==> src/rtl/dma_preq_pkg.sv <==
package dma_preq_pkg;

  typedef enum logic [2:0] {
    OP_WAIT_ANY   = 3'd0,
    OP_WAIT_BURST = 3'd1,
    OP_FLUSH      = 3'd2,
    OP_LOAD       = 3'd3,
    OP_STORE      = 3'd4
  } preq_op_e;

  typedef enum logic {
    KIND_SINGLE = 1'b0,
    KIND_BURST  = 1'b1
  } preq_kind_e;

endpackage

==> src/rtl/preq_fifo.sv <==
module preq_fifo
  import dma_preq_pkg::*;
#(
  parameter int DEPTH = 4
) (
  input  logic       clk,
  input  logic       rst,
  input  logic       clr,
  input  logic       push,
  input  preq_kind_e push_kind,
  input  logic       pop,
  output preq_kind_e head_kind,
  output logic       empty,
  output logic       full
);
  localparam int AW = (DEPTH > 1) ? $clog2(DEPTH) : 1;
  localparam int CW = $clog2(DEPTH + 1);

  preq_kind_e     mem [DEPTH];
  logic [AW-1:0]  wr_ptr, rd_ptr;
  logic [CW-1:0]  cnt;
  logic           do_push, do_pop;

  function automatic logic [AW-1:0] ptr_next(input logic [AW-1:0] p);
    return (p == AW'(DEPTH - 1)) ? '0 : p + 1'b1;
  endfunction

  assign empty   = (cnt == '0);
  assign full    = (cnt == CW'(DEPTH));
  assign do_push = push && !full;
  assign do_pop  = pop && !empty;

  // storage without reset so it maps onto distributed RAM
  always_ff @(posedge clk) begin
    if (do_push) mem[wr_ptr] <= push_kind;
  end

  assign head_kind = mem[rd_ptr];

  always_ff @(posedge clk) begin
    if (rst || clr) begin
      wr_ptr <= '0;
      rd_ptr <= '0;
      cnt    <= '0;
    end else begin
      if (do_push) wr_ptr <= ptr_next(wr_ptr);
      if (do_pop)  rd_ptr <= ptr_next(rd_ptr);
      case ({do_push, do_pop})
        2'b10:   cnt <= cnt + 1'b1;
        2'b01:   cnt <= cnt - 1'b1;
        default: cnt <= cnt;
      endcase
    end
  end
endmodule

==> src/rtl/preq_intake.sv <==
module preq_intake
  import dma_preq_pkg::*;
(
  input  logic       clk,
  input  logic       rst,
  input  logic       req_single,
  input  logic       req_burst,
  input  logic       flush_start,
  input  logic       flush_ack,
  input  logic       burst_done,
  input  logic       full,
  output logic       push,
  output preq_kind_e push_kind,
  output logic       flushing,
  output logic       proto_err,
  output logic       ovf_err
);
  logic open_gate, take_b, take_s, viol, wants, burst_pend;

  assign open_gate = !flushing && !flush_start;
  assign take_b    = req_burst && open_gate;
  assign take_s    = req_single && !req_burst && open_gate;
  assign viol      = take_s && burst_pend;
  assign wants     = take_b || (take_s && !viol);
  assign push      = wants && !full;
  assign push_kind = take_b ? KIND_BURST : KIND_SINGLE;

  always_ff @(posedge clk) begin
    if (rst) begin
      flushing   <= 1'b0;
      burst_pend <= 1'b0;
      proto_err  <= 1'b0;
      ovf_err    <= 1'b0;
    end else begin
      if (flush_start)                flushing <= 1'b1;
      else if (flushing && flush_ack) flushing <= 1'b0;

      if (flush_start || burst_done)  burst_pend <= 1'b0;
      else if (take_b && !full)       burst_pend <= 1'b1;

      if (viol)          proto_err <= 1'b1;
      if (wants && full) ovf_err   <= 1'b1;
    end
  end
endmodule

==> src/rtl/preq_ack_gen.sv <==
module preq_ack_gen (
  input  logic clk,
  input  logic rst,
  input  logic load_go,
  input  logic store_go,
  input  logic want_ack,
  input  logic rvalid_i,
  input  logic rlast_i,
  input  logic bvalid_i,
  output logic ack_o
);
  logic rd_arm, wr_arm, rd_end;

  assign rd_end = rvalid_i && rlast_i;

  always_ff @(posedge clk) begin
    if (rst) begin
      rd_arm <= 1'b0;
      wr_arm <= 1'b0;
      ack_o  <= 1'b0;
    end else begin
      ack_o <= (rd_arm && rd_end) || (wr_arm && bvalid_i);
      if (load_go)     rd_arm <= want_ack;
      else if (rd_end) rd_arm <= 1'b0;
      if (store_go)      wr_arm <= want_ack;
      else if (bvalid_i) wr_arm <= 1'b0;
    end
  end
endmodule

==> src/rtl/dma_preq_unit.sv <==
module dma_preq_unit
  import dma_preq_pkg::*;
#(
  parameter int DEPTH = 4
) (
  input  logic       clk,
  input  logic       rst,
  input  logic       req_single_i,
  input  logic       req_burst_i,
  input  logic       cmd_valid_i,
  input  logic [2:0] cmd_op_i,
  input  logic       cmd_ack_en_i,
  output logic       cmd_ready_o,
  input  logic       rvalid_i,
  input  logic       rlast_i,
  input  logic       bvalid_i,
  output logic       xfer_ack_o,
  output logic       flush_req_o,
  input  logic       flush_ack_i,
  output logic       proto_err_o,
  output logic       ovf_err_o
);
  logic       is_wait, fire, pop, burst_done, flush_start;
  logic       push, fifo_empty, fifo_full;
  preq_kind_e push_kind, head_kind;

  assign is_wait     = (cmd_op_i == OP_WAIT_ANY) || (cmd_op_i == OP_WAIT_BURST);
  assign cmd_ready_o = is_wait ? !fifo_empty : 1'b1;
  assign fire        = cmd_valid_i && cmd_ready_o;
  assign pop         = fire && ((cmd_op_i == OP_WAIT_BURST) ||
                                (cmd_op_i == OP_WAIT_ANY && head_kind == KIND_SINGLE));
  assign burst_done  = fire && (cmd_op_i == OP_WAIT_BURST) && (head_kind == KIND_BURST);
  assign flush_start = fire && (cmd_op_i == OP_FLUSH);

  preq_fifo #(.DEPTH(DEPTH)) u_fifo (
    .clk(clk), .rst(rst), .clr(flush_start),
    .push(push), .push_kind(push_kind), .pop(pop),
    .head_kind(head_kind), .empty(fifo_empty), .full(fifo_full)
  );

  preq_intake u_intake (
    .clk(clk), .rst(rst),
    .req_single(req_single_i), .req_burst(req_burst_i),
    .flush_start(flush_start), .flush_ack(flush_ack_i),
    .burst_done(burst_done), .full(fifo_full),
    .push(push), .push_kind(push_kind), .flushing(flush_req_o),
    .proto_err(proto_err_o), .ovf_err(ovf_err_o)
  );

  preq_ack_gen u_ack (
    .clk(clk), .rst(rst),
    .load_go(fire && cmd_op_i == OP_LOAD),
    .store_go(fire && cmd_op_i == OP_STORE),
    .want_ack(cmd_ack_en_i),
    .rvalid_i(rvalid_i), .rlast_i(rlast_i), .bvalid_i(bvalid_i),
    .ack_o(xfer_ack_o)
  );
endmodule

==> config.mk <==
export PLATFORM = sky130hd
export DESIGN_NAME = dma_preq_unit
export DESIGN_NICKNAME = d
export VERILOG_FILES = /design/src/rtl/dma_preq_pkg.sv /design/src/rtl/preq_fifo.sv /design/src/rtl/preq_intake.sv /design/src/rtl/preq_ack_gen.sv /design/src/rtl/dma_preq_unit.sv
export SDC_FILE = /design/constraint.sdc
export NUM_CORES = 1
export LEC_CHECK = 0
export CORE_MARGIN = 2
export CORE_UTILIZATION = 46
export CTS_CLUSTER_SIZE = 10
export DETAILED_ROUTE_END_ITERATION = 8
export PLACE_DENSITY = 0.73
export SYNTH_ARGS = -nofsm -noshare
export SYNTH_HDL_FRONTEND = slang
export SYNTH_SLANG_ARGS = --single-unit
==> constraint.sdc <==
create_clock -name clk -period 2.4 [get_ports clk]
set_input_delay 0.48 -clock clk [delete_from_list [all_inputs] [get_ports clk]]
set_output_delay 0.48 -clock clk [all_outputs]
set_load 0.02 [all_outputs]
-- Word level (Yosys, flattened, before mapping)
Memory sizes are Yosys's and may differ from the RTL's. A register that Yosys moved wholly into a read port is not among the register bits.
Cells that the tools add are included.
- register bits after elaboration: 14
- bits in writable memories: 4
- input bits: 13
- output and inout port bits: 5
- memories: 1
- memory list (name ; depth ; bits a word ; rd ports ; clocked after Yosys merged registers in ; write ports ; RTL line ; text):
    u_fifo.mem ; 4 ; 1 ; 1 ; 1 ; 1 ; preq_fifo.sv:19 ; preq_kind_e mem [DEPTH];
- add/subtract/negate cells: 4
- equal/unequal tests: 9
- muxes and demuxes: 15
- bitwise gates (word level): 1
- reduce and logical (&&, ||, !) cells: 42
- operators by type and width (operator ; number):
    $logic_and A1 B1 Y1 ; 23
    $mux W1 ; 10
    $mux W2 ; 4
    $reduce_bool A2 Y1 ; 4
    $eq A2 B2 Y1 const B ; 3
    $eq A3 B2 Y1 const B ; 2
    $eq A3 B3 Y1 const B ; 2
    $logic_not A1 Y1 ; 6
    $logic_not A3 Y1 ; 2
    $logic_or A1 B1 Y1 ; 6
    $pmux W3 S2 ; 1
    $add A2 B1 Y2 const B ; 2
    $add A3 B1 Y3 const B ; 1
    $eq A3 B1 Y1 const B ; 1
    $sub A3 B1 Y3 const B ; 1
    $eq A2 B1 Y1 const B ; 1
    $reduce_or A2 Y1 ; 1
    $not A1 Y1 ; 1

-- Logic depth before layout (Yosys ltp)
- word-level depth: 16
- depth in mapped cells: 9
- mapped depth without buffers: 9

-- Modules after synthesis
Synthesis repeated with hierarchy kept, for this count alone.
- cells, all modules: 105
- area, all modules: 991.0 um2
- modules (own cells, without submodules) (module ; instances ; cells each ; area each (um2) ; sequential area each (um2)):
    preq_fifo ; 1 ; 60 ; 629.4 ; 300.3
    preq_intake ; 1 ; 21 ; 171.4 ; 80.1
    preq_ack_gen ; 1 ; 12 ; 120.1 ; 60.1
    dma_preq_unit ; 1 ; 12 ; 70.1 ; 0.0

-- Worst setup path before layout
No wires, ideal clock.
- path kind: flip-flop to flip-flop
- from: reg (tool-made name)
- to: reg u_fifo.cnt[2]
- setup time: 70 ps
- arrival time: 2497 ps
- data required time: 2330 ps
- setup slack: -167 ps
- cell stages (with the launch flop): 9
- path buffers: 0
- path through: dfxtp_1 -> mux4_2 -> a2111oi_4 -> ha_1 -> inv_1 -> fa_1 -> xor2_1 -> or3_1 -> a21oi_1
- RTL lines (item ; RTL line ; text):
    end signal: assignment ; preq_fifo.sv:49 ; 2'b10: cnt <= cnt + 1'b1;
    end signal: assignment ; preq_fifo.sv:50 ; 2'b01: cnt <= cnt - 1'b1;
    end signal: assignment ; preq_fifo.sv:51 ; default: cnt <= cnt;
    end: declaration ; preq_fifo.sv:21 ; logic [CW-1:0] cnt;

==> impl_metrics.py <==
metrics = {
    "outcome": {
        "status": "finished, violations left",
        "failed_checks": "setup timing",
    },
    "worst_setup_path": {
        "worstPathRequired_ns": 2.65,
        "critPathBufInv": 1,
        "crit_path_max_incr_delay_ns": 0.53,
        "startpoint": "u_fifo.mem[3]$_DFFE_PP_",
        "slowest_stage": "mux4_2",
        "critical_path_class": "reg2reg",
        "cp.arrival_ns": 2.81,
        "rr_startpoint": "u_fifo.mem[3]$_DFFE_PP_",
        "end_kind": "flop",
        "crit_fanout": 2,
        "startpoint_type": "flop",
        "crit_path_cell_trace": "mux4_2, a2111oi_4, ha_2, inv_2, fa_2, xor2_1, or3_1, a21oi_2",
        "cp_top_family": "adder cells",
    },
    "timing": {
        "hold_viol_final": 0,
        "finalMaxSlewViolations": 0,
        "fmaxAchievable_ghz": 0.391,
        "finClkSkew_ns": 0.00317,
        "tightest_slew_ns": 0.523,
        "setup_viol": 1,
        "rsz0062_at_grt": "yes",
        "slew_headroom": 0.647,
        "finalWorstSetupSlack_ns": -0.160,
        "min_period_ns": 2.56,
        "finalCritPeriodShare": 1.07,
    },
    "placement": {
        "dp_hpwl_um": 1600,
        "gp_congestion": 0.738,
        "place_area_um2": 1270,
        "place_inst": 148,
        "port_buffers": 17,
    },
    "final_layout": {
        "mostFrequentLayoutCell": "clkdlybuf4s50_1",
        "layout-drive-gt1-share": 0.160,
        "final_cell_area_um2": 1340,
        "regArea_um2": 442,
        "final_cells": 153,
        "multi_input_area_um2": 541,
        "fin_nets": 146,
        "num-fill-cells": 177,
        "syn2layout_area_growth_pct": 31.7,
        "n_antenna_cell": 0,
        "layout_common_cells": "16 x clkdlybuf4s50_1, 15 x dfxtp_1, 9 x inv_1, 8 x nor2_1, 8 x buf_4",
    },
    "synthesis": {
        "synthFlopType": "dfxtp_1",
        "avgSynthCellArea_um2": 10.4,
        "ys_async_sr_fraction": 0,
        "syn_inst": 98,
        "synth_top_area_frac": 0.315,
        "synth_cell_types": 36,
        "synthTopCellsByArea": "dfxtp_1 31%, edfxtp_1 12%, ha_1 7.4%",
        "synth_area_um2": 1020,
        "synth_top_area_cell": "dfxtp_1",
        "synth_nets": 118,
        "synth_edf_count": 4,
        "yosysSeqAreaShare": 0.433,
        "synth_seq_cells": 20,
        "yosys_warnings": 0,
    },
    "floorplan": {
        "pin_count": 18,
        "die_w_um": 51.0,
        "core_um2": 2150,
        "die_y_um": 51.0,
        "rows": 17,
        "initial_core_util": 0.474,
        "die-area_um2": 2600,
    },
    "run": {
        "drv_cap": 0,
    },
    "grt": {
        "grt_overflow": 0,
        "grt_pass1_wl_um": 3580,
        "grt_max_degree": 13,
        "grt_pass1_vias": 835,
        "grt_use_total": 0.187,
        "antenna_found_initial": 0,
    },
    "hold_path": {
        "hp-class": "reg2reg",
        "hold_start": "u_intake.ovf_err$_SDFFE_PP0P_",
    },
    "power": {
        "power_per_cell_area_nw_per_um2": 629,
        "p_leak_nw": 0.522,
        "ir_drop_mv": 0.401,
    },
    "detailed_routing": {
        "drt-wirelength-per-cell_um": 13.2,
        "vias_per_cell": 5.27,
        "drtIter0Drc": 6,
        "firstDrtPassIters": 4,
        "route.detailed.drc": 0,
        "num_vias": 807,
        "wl_um": 2010,
        "antenna_left": 0,
    },
    "cts": {
        "clock_latency_ns": 0.31,
        "cts-buffers-inserted": 3,
        "cts-root-buf": "clkbuf_4",
        "cts_buffer_depth": 2,
        "clk_pin_slew_worst_paths_ns": 0.12,
        "cts.sinks": 20,
        "htreeDepth": 1,
        "cts_tree": "yes",
    },
}
power by group:
| group | internal [mW] | total [mW] | switching, mW |
|---|---|---|---|
| Clock | 0.169 | 0.278 | 0.109 |
| Combinational | 0.0870 | 0.173 | 0.0865 |
| Sequential | 0.370 | 0.391 | 0.0210 |
layer usage:
layer	global-route usage	share of wire	vias to the layer above
met5	0	0	-
met4	0.117	0.042	0
met3	0.0292	0.028	11
met2	0.325	0.49	20
met1	0.214	0.44	371
li1	-	-	405
final timing paths:
check / to / slack, ns / depth (start not counted)
max: u_fifo.cnt[2]$_SDFFE_PP0P_ / -0.16 / 8
min: u_intake.ovf_err$_SDFFE_PP0P_ / 0.46 / 2
max reg2reg: u_fifo.cnt[2]$_SDFFE_PP0P_ / -0.16 / 8
min reg2reg: u_intake.ovf_err$_SDFFE_PP0P_ / 0.46 / 2
layout make-up:
type	count	share of cell area
Clock inverter	1	0.0224
Sequential cell	20	0.330
Inverter	10	0.0280
Clock buffer	3	0.0168
Tap cell	28	0.0261
Multi-Input combinational cell	66	0.403
Timing Repair Buffer	25	0.174
registers in the layout (all words and copies together) (netlist names), named ones only:
signal and cells:
u_fifo.mem 4, u_fifo.cnt 3, u_fifo.rd_ptr 2, u_fifo.wr_ptr 2, u_ack.ack_o 1, u_ack.rd_arm 1
u_ack.wr_arm 1, u_intake.burst_pend 1, u_intake.flushing 1, u_intake.ovf_err 1, u_intake.proto_err 1
cells in the mapped netlist, types with 2 or more instances:
cell	n
nor3_1	2
nand3_1	4
nand2b_1	2
xor2_1	2
nand2_1	2
clkbuf_1	2
ha_1	6
dfxtp_1	16
nor2_1	8
mux2i_1	6
a21oi_1	4
nor4bb_1	2
and2_1	4
or3_1	2
inv_1	10
nor2b_1	2
edfxtp_1	4
or4_1	2
worst min-delay path, stage by stage, from the launching register on:
cell and delay [ns]:
dfxtp_1 0.33, inv_1 0.05, a21oi_1 0.05
logic make-up (layout without fill, tap and decap cells):
group,after synthesis,after routing,share of synthesized area
buffers and inverters,12,39,0.0443
flip-flops,20,20,0.433
XOR/XNOR,2,2,0.0172
multiplexers,7,7,0.0812
adder cells (fa/ha/maj),7,7,0.0935
AND/OR/NAND/NOR,37,37,0.220
AO/OA/AOI/OAI,13,13,0.111
through the flow:
step	hold WS (ns)	worst slack [ns]	utilization	TNS (ns)	total power, mW
2_1_floorplan	0.446	-0.0737	-	-0.0737	0.501
3_3_place_gp	0.438	-0.266	0.592	-0.400	0.563
3_5_place_dp	0.447	-0.348	0.592	-0.535	0.572
4_1_cts	0.466	-0.145	0.620	-0.145	0.853
5_1_grt	0.516	-0.221	0.624	-0.269	0.890
6_report	0.459	-0.160	0.624	-0.160	0.843
repair_timing:
item,in CTS,in global routing
endpoints found under the setup margin,2,3
pin swaps,1,0
hold buffers,0,0
resized for setup,1,3
setup buffers,1,0
(Power assumes the default switching activity.)
